--- src/rtl/intc_pkg.sv ---
package intc_pkg;
  localparam int NSRC   = 16;
  localparam int PRIO_W = 4;
  localparam int VEC_W  = 12;
  localparam int ADDR_W = 8;
  localparam int DATA_W = 32;
  localparam int HALF_W = 16;
  localparam int BANK_W = 2 * HALF_W + DATA_W;

  localparam logic [ADDR_W-1:0] ADR_PRIO_A   = 8'h04;
  localparam logic [ADDR_W-1:0] ADR_PRIO_B   = 8'h08;
  localparam logic [ADDR_W-1:0] ADR_PRIO_X   = 8'h10;
  localparam logic [ADDR_W-1:0] ADR_MASK_SET = 8'h20;
  localparam logic [ADDR_W-1:0] ADR_MASK_CLR = 8'h24;

  // bank layout: {prio_x, prio_b, prio_a}; returns lsb of the governing field
  function automatic int src_field_pos(int s);
    case (s)
      0:                src_field_pos = 12;
      1:                src_field_pos = 8;
      2, 3:             src_field_pos = 4;
      4, 5, 6:          src_field_pos = 0;
      7:                src_field_pos = HALF_W + 12;
      8, 9:             src_field_pos = HALF_W + 8;
      10, 11, 12, 13:   src_field_pos = HALF_W + 4;
      14:               src_field_pos = 2 * HALF_W + 8;
      default:          src_field_pos = 2 * HALF_W + 12;
    endcase
  endfunction

  // mask bit that also gates the source, -1 when none
  function automatic int src_mask_bit(int s);
    case (s)
      14:      src_mask_bit = 8;
      15:      src_mask_bit = 9;
      default: src_mask_bit = -1;
    endcase
  endfunction

  function automatic logic [VEC_W-1:0] src_vec(int s);
    case (s)
      0:       src_vec = 12'h400;
      1:       src_vec = 12'h420;
      2:       src_vec = 12'h440;
      3:       src_vec = 12'h460;
      4:       src_vec = 12'h480;
      5:       src_vec = 12'h4A0;
      6:       src_vec = 12'h4C0;
      7:       src_vec = 12'h560;
      8:       src_vec = 12'h580;
      9:       src_vec = 12'h5A0;
      10:      src_vec = 12'h4E0;
      11:      src_vec = 12'h500;
      12:      src_vec = 12'h520;
      13:      src_vec = 12'h540;
      14:      src_vec = 12'hB00;
      default: src_vec = 12'hB80;
    endcase
  endfunction
endpackage

--- src/rtl/intc_regs.sv ---
module intc_regs
  import intc_pkg::*;
#(
  parameter int AW = ADDR_W,
  parameter int DW = DATA_W,
  parameter int HW = HALF_W
) (
  input  logic          clk_i,
  input  logic          rst_ni,
  input  logic [AW-1:0] addr_i,
  input  logic          we_i,
  input  logic [DW-1:0] wdata_i,
  output logic [DW-1:0] rdata_o,
  output logic [HW-1:0] prio_a_o,
  output logic [HW-1:0] prio_b_o,
  output logic [DW-1:0] prio_x_o,
  output logic [DW-1:0] mask_o
);
  logic [HW-1:0] prio_a_q, prio_b_q;
  logic [DW-1:0] prio_x_q, mask_q, rd_mux, rdata_q;

  always_comb begin
    unique case (addr_i)
      ADR_PRIO_A:                 rd_mux = DW'(prio_a_q);
      ADR_PRIO_B:                 rd_mux = DW'(prio_b_q);
      ADR_PRIO_X:                 rd_mux = prio_x_q;
      ADR_MASK_SET, ADR_MASK_CLR: rd_mux = mask_q;
      default:                    rd_mux = '0;
    endcase
  end

  always_ff @(posedge clk_i or negedge rst_ni) begin
    if (!rst_ni) begin
      prio_a_q <= '0;
      prio_b_q <= '0;
      prio_x_q <= '0;
      mask_q   <= '0;
      rdata_q  <= '0;
    end else begin
      rdata_q <= rd_mux;  // pre-write value on a coinciding access
      if (we_i) begin
        unique case (addr_i)
          ADR_PRIO_A:   prio_a_q <= wdata_i[HW-1:0];
          ADR_PRIO_B:   prio_b_q <= wdata_i[HW-1:0];
          ADR_PRIO_X:   prio_x_q <= wdata_i;
          ADR_MASK_SET: mask_q   <= mask_q | wdata_i;
          ADR_MASK_CLR: mask_q   <= mask_q & ~wdata_i;
          default: ;
        endcase
      end
    end
  end

  assign rdata_o  = rdata_q;
  assign prio_a_o = prio_a_q;
  assign prio_b_o = prio_b_q;
  assign prio_x_o = prio_x_q;
  assign mask_o   = mask_q;

  a_r3_set_keeps_bits: assert property (@(posedge clk_i) disable iff (!rst_ni)
    (we_i && addr_i == ADR_MASK_SET) |=> (($past(mask_q) & ~mask_q) == '0));
  a_r4_clr_adds_none: assert property (@(posedge clk_i) disable iff (!rst_ni)
    (we_i && addr_i == ADR_MASK_CLR) |=> ((mask_q & ~$past(mask_q)) == '0));
  a_r10_hold_without_write: assert property (@(posedge clk_i) disable iff (!rst_ni)
    !we_i |=> ($stable(prio_a_q) && $stable(prio_b_q) && $stable(prio_x_q) && $stable(mask_q)));
endmodule

--- src/rtl/intc_enable.sv ---
module intc_enable
  import intc_pkg::*;
#(
  parameter int NS = NSRC,
  parameter int PW = PRIO_W,
  parameter int HW = HALF_W,
  parameter int DW = DATA_W,
  localparam int BW = 2 * HW + DW
) (
  input  logic                  clk_i,
  input  logic                  rst_ni,
  input  logic [HW-1:0]         prio_a_i,
  input  logic [HW-1:0]         prio_b_i,
  input  logic [DW-1:0]         prio_x_i,
  input  logic [DW-1:0]         mask_i,
  output logic [NS-1:0]         en_o,
  output logic [NS-1:0][PW-1:0] prio_o
);
  logic [BW-1:0] bank;
  logic          unused_bits;

  assign bank        = {prio_x_i, prio_b_i, prio_a_i};
  assign unused_bits = ^{bank, mask_i};

  for (genvar s = 0; s < NS; s++) begin : g_src
    localparam int POS  = src_field_pos(s);
    localparam int MBIT = src_mask_bit(s);
    localparam int REQ  = (MBIT >= 0) ? 2 : 1;
    logic [PW-1:0] fld;
    logic [1:0]    act_cnt;

    assign fld = bank[POS +: PW];

    if (MBIT >= 0) begin : g_masked
      assign act_cnt = 2'(fld != '0) + 2'(mask_i[MBIT]);
    end else begin : g_plain
      assign act_cnt = 2'(fld != '0);
    end

    // enabled when every governing field is active
    assign en_o[s]   = (act_cnt == 2'(REQ));
    assign prio_o[s] = fld;

    a_r7_enabled_has_prio: assert property (@(posedge clk_i) disable iff (!rst_ni)
      en_o[s] |-> (prio_o[s] != '0));
  end
endmodule

--- src/rtl/intc_arbiter.sv ---
module intc_arbiter
  import intc_pkg::*;
#(
  parameter int NS = NSRC,
  parameter int PW = PRIO_W,
  localparam int IW = $clog2(NS)
) (
  input  logic                  clk_i,
  input  logic                  rst_ni,
  input  logic [NS-1:0]         cand_i,
  input  logic [NS-1:0][PW-1:0] prio_i,
  output logic                  valid_o,
  output logic [IW-1:0]         idx_o,
  output logic [PW-1:0]         prio_o
);
  always_comb begin
    idx_o  = '0;
    prio_o = '0;
    // descending scan with >= lets the lowest index win a tie
    for (int i = NS - 1; i >= 0; i--) begin
      if (cand_i[i] && prio_i[i] != '0 && prio_i[i] >= prio_o) begin
        idx_o  = IW'(i);
        prio_o = prio_i[i];
      end
    end
  end

  assign valid_o = (prio_o != '0);

  a_r8_grant_is_candidate: assert property (@(posedge clk_i) disable iff (!rst_ni)
    valid_o |-> (cand_i[idx_o] && prio_i[idx_o] == prio_o));
  a_r8_idle_without_cand: assert property (@(posedge clk_i) disable iff (!rst_ni)
    (cand_i == '0) |-> !valid_o);
endmodule

--- src/rtl/intc_grouped.sv ---
module intc_grouped
  import intc_pkg::*;
#(
  parameter int NS = NSRC,
  parameter int PW = PRIO_W,
  parameter int VW = VEC_W,
  parameter int AW = ADDR_W,
  parameter int DW = DATA_W,
  localparam int HW = HALF_W,
  localparam int IW = $clog2(NS)
) (
  input  logic          clk_i,
  input  logic          rst_ni,
  input  logic [AW-1:0] addr_i,
  input  logic          we_i,
  input  logic [DW-1:0] wdata_i,
  output logic [DW-1:0] rdata_o,
  input  logic [NS-1:0] pend_i,
  output logic          irq_valid_o,
  output logic [VW-1:0] irq_vector_o,
  output logic [PW-1:0] irq_prio_o
);
  logic [HW-1:0]         prio_a, prio_b;
  logic [DW-1:0]         prio_x, mask;
  logic [NS-1:0]         src_en;
  logic [NS-1:0][PW-1:0] src_prio;
  logic [IW-1:0]         win_idx;
  logic                  win_valid;

  intc_regs #(.AW(AW), .DW(DW), .HW(HW)) u_regs (
    .clk_i, .rst_ni, .addr_i, .we_i, .wdata_i, .rdata_o,
    .prio_a_o(prio_a), .prio_b_o(prio_b), .prio_x_o(prio_x), .mask_o(mask)
  );

  intc_enable #(.NS(NS), .PW(PW), .HW(HW), .DW(DW)) u_enable (
    .clk_i, .rst_ni,
    .prio_a_i(prio_a), .prio_b_i(prio_b), .prio_x_i(prio_x), .mask_i(mask),
    .en_o(src_en), .prio_o(src_prio)
  );

  intc_arbiter #(.NS(NS), .PW(PW)) u_arb (
    .clk_i, .rst_ni,
    .cand_i(pend_i & src_en), .prio_i(src_prio),
    .valid_o(win_valid), .idx_o(win_idx), .prio_o(irq_prio_o)
  );

  assign irq_valid_o  = win_valid;
  assign irq_vector_o = win_valid ? VW'(src_vec(int'(win_idx))) : '0;

  a_r8_valid_needs_pend: assert property (@(posedge clk_i) disable iff (!rst_ni)
    irq_valid_o |-> (pend_i != '0 && irq_prio_o != '0));
endmodule

--- config.mk ---
export PLATFORM = sky130hd
export DESIGN_NAME = intc_grouped
export DESIGN_NICKNAME = d
export VERILOG_FILES = /design/src/rtl/intc_pkg.sv /design/src/rtl/intc_regs.sv /design/src/rtl/intc_enable.sv /design/src/rtl/intc_arbiter.sv /design/src/rtl/intc_grouped.sv
export SDC_FILE = /design/constraint.sdc
export NUM_CORES = 1
export LEC_CHECK = 0
export BUFFER_PORTS_ARGS = -buffer_cell sky130_fd_sc_hd__buf_2
export CAP_MARGIN = 20
export CORE_ASPECT_RATIO = 0.9
export CORE_UTILIZATION = 60
export CTS_CLUSTER_SIZE = 40
export DETAILED_ROUTE_END_ITERATION = 10
export GPL_TIMING_DRIVEN = 1
export PLACE_DENSITY = 0.81
export SKIP_CTS_REPAIR_TIMING = 1
export SLEW_MARGIN = 10
export SYNTH_ARGS = -nofsm -noshare
export SYNTH_HDL_FRONTEND = slang
export SYNTH_HIERARCHICAL = 1
export SYNTH_SLANG_ARGS = --single-unit
--- constraint.sdc ---
create_clock -name clk_i -period 71.7 [get_ports clk_i]
set_input_delay 17.925 -clock clk_i [delete_from_list [all_inputs] [get_ports clk_i]]
set_output_delay 17.925 -clock clk_i [all_outputs]
set_load 0.1 [all_outputs]
==> impl_metrics.toml <==
[die]
io_pins = 108
rows = 43
die_area_mm2 = 0.0169
die_x_um = 137
start_util_pct = 62.4
dieHeight_um = 123
core_mm2 = 0.0157

[synthesis]
syn_inst = 1028
synth-seq-cells = 128
ys_types = 89
syn_area_per_cell_um2 = 9.54
async_reset_ff_share_pct = 100
yosysMostFrequentCell = "dfrtp_1"
synth_edf_count = 0
synthTopCellsByCount = "128 x dfrtp_1, 78 x buf_4, 71 x inv_1, 71 x nand2_1, 65 x mux2_2"
synth.top_cells.by_area = "dfrtp_1 33%, mux2_2 7.5%, ha_1 6.5%"
syn_area_mm2 = 0.00980
ys.flop_type = "dfrtp_1"
yosysTopAreaCellShare_pct = 32.7
yosysSeqAreaShare_pct = 32.7
synth_area_leader_cell = "dfrtp_1"
ys.warnings.count = 6

[pwr]
p_leak_nw = 5.24
p_per_area_mw_per_mm2 = 21.8
vdd_ir_drop_max_mv = 0.0193

[critical_path]
slowest_stage = "o31ai_1"
required_ps = 53780
crit_type = "in -> out"
path_max_fanout = 11
end_kind = "output pin"
cpMostUsedCell = "ha_1"
cp.arrival_ps = 46760
r2r_cells = 3
cp-start-kind = "primary input"
ff2ff_setup_slack_ps = 70270
critical_path.max_stage_delay_ps = 820

[clock_network]
clock_sinks = 128
numCtsBuffers = 17
root_buffer = "clkbuf_16"
clockBufferDepth = 2
cts.clk_slew.worst_paths_ps = 60
h-tree-depth = 4
clk_latency_ps = 430
cts_tree = "done"

[sta]
setup_ws_ps = 7010
hold_viol_final = 0
rsz0062_at_grt = "no"
setup_viol = 0
slew_violations = 0
period_share_pct = 90.2
slew_headroom_pct = 30.1
tns_ps = 0
final.min_clock_period_ps = 64690
fmax_mhz = 15.5
tightest_slew_ps = 1050
skew_ps = 16.5

[route]
drt_iter0_markers = 774
dr.pass1.iters = 6
wl_per_cell_um = 20.2
wl_um = 25500
antenna_left = 0
routed-via-count = 8327
drcViolationCount = 0
vias_per_cell = 6.59

[global_route]
grt_overflow_total = 0
grtUsageTotal_pct = 31.4
grt_max_degree = 68
grt_pass1_wl_um = 40700
antenna_found_initial = 1
grt_pass1_vias = 7962

[cells_and_area]
fill_cells = 1194
drive_gt1_share_pct = 24.0
fin_util_pct = 67.4
fin_nets = 1157
areaGrowthSynthToFinish_pct = 8.04

[status]
outcome = "completed"

[hold_path]
hp-class = "reg -> reg"
whs_path_depth = 1

[placement]
io_buffers = 102
post-place-ws_ps = 7790
routabilityCongestion = 0.932
dpl.hpwl_um = 16700

[run]
drv_cap = 0
power by group:
group	internal, mW	total, mW	switching (mW)
Sequential	0.0749	0.0790	0.00403
Combinational	0.0168	0.0520	0.0352
Clock	0.0673	0.0997	0.0324
final timing paths:
path | start | end
setup / recovery | pend_i[15] | irq_vector_o[8]
hold / removal | u_regs/prio_x_o[20] | u_regs/rdata_o[20]
setup reg to reg | u_regs/prio_a_o[2] | u_regs/rdata_o[2]
hold reg to reg | u_regs/prio_x_o[20] | u_regs/rdata_o[20]
max in group asynchronous | rst_ni | u_regs/prio_b_o[4]
min in group asynchronous | rst_ni | asynchronous set/reset pin
worst max-delay path, delay by kind of cell:
kind	cells	cell delay, ps
buffers and inverters	6	1070
adders and majority gates	15	4140
and+or+nand+nor	34	6870
AOI/OAI and AO/OA	62	14160
muxes	7	2550
stage by stage:
| stage | instances | total power [mW] | hold WS, ps | area [um2] |
|---|---|---|---|---|
| after floorplan | 1032 | 0.122 | 460 | 9820 |
| after global placement | 1228 | 0.129 | 467 | 9880 |
| after detailed placement | 1228 | 0.130 | 475 | 9880 |
| after CTS | 1260 | 0.230 | 488 | 10600 |
| after global routing | 1263 | 0.239 | 510 | 10600 |
| final | 1263 | 0.231 | 486 | 10600 |
layout by cell type (no fill, tap or decap), types with 5 or more instances in the layout:
cell,Yosys,layout
buf_2,6,101
a22o_1,17,17
a21o_1,15,15
a21oi_1,38,38
buf_4,78,10
nor2_1,26,26
conb_1,1,5
bufinv_16,0,6
clkbuf_16,0,17
o41ai_1,7,7
o211ai_1,13,13
dfrtp_1,128,128
and2_1,25,25
nor3_1,6,6
o31ai_1,5,5
a221o_1,17,17
mux2i_1,39,39
a211oi_1,24,24
nand2_1,71,71
a211o_1,12,12
nand3b_1,17,17
or4_1,8,8
nor2b_1,7,7
a31oi_1,10,10
nand3_1,52,52
or3_1,12,12
o21a_1,8,8
or2_2,12,12
nand2b_1,16,16
o41a_1,11,11
mux2_4,8,8
ha_1,51,51
mux2_2,65,65
o21ai_0,23,23
inv_1,71,71
kinds of logic (layout without fill, tap and decap cells):
| group | Yosys count | after routing | synth area share [%] |
|---|---|---|---|
| AOI/OAI and AO/OA | 260 | 260 | 20.8 |
| other | 1 | 6 | 0.0383 |
| and+or+nand+nor | 286 | 286 | 16.2 |
| muxes | 114 | 114 | 12.9 |
| adders and majority gates | 52 | 52 | 6.61 |
| buffers and inverters | 187 | 215 | 10.8 |
| DFF | 128 | 128 | 32.7 |
metal layers:
metal  vias to the layer above  wire, um  part of all wire [%]  GRT usage [%]
met5                         -         0                     0              0
met4                         0       693                   2.7           13.5
met3                        72      1960                   7.7           6.40
met2                       417     12100                    47           50.4
met1                      4041     10800                    42           41.4
li1                       3797         -                     -              -
final cells by class:
type                    instances  area (um2)  share of cell area (%)
multi-input cells             717        5590                    52.8
clock inverters                12         229                    2.16
diodes                          1        2.50                  0.0236
clock buffers                  20         457                    4.31
well taps                     202         253                    2.39
repair buffers                112         592                    5.59
inverters                      71         267                    2.52
flip-flops and latches        128        3200                    30.2
Note: power is estimated with default switching activity, not from simulation.
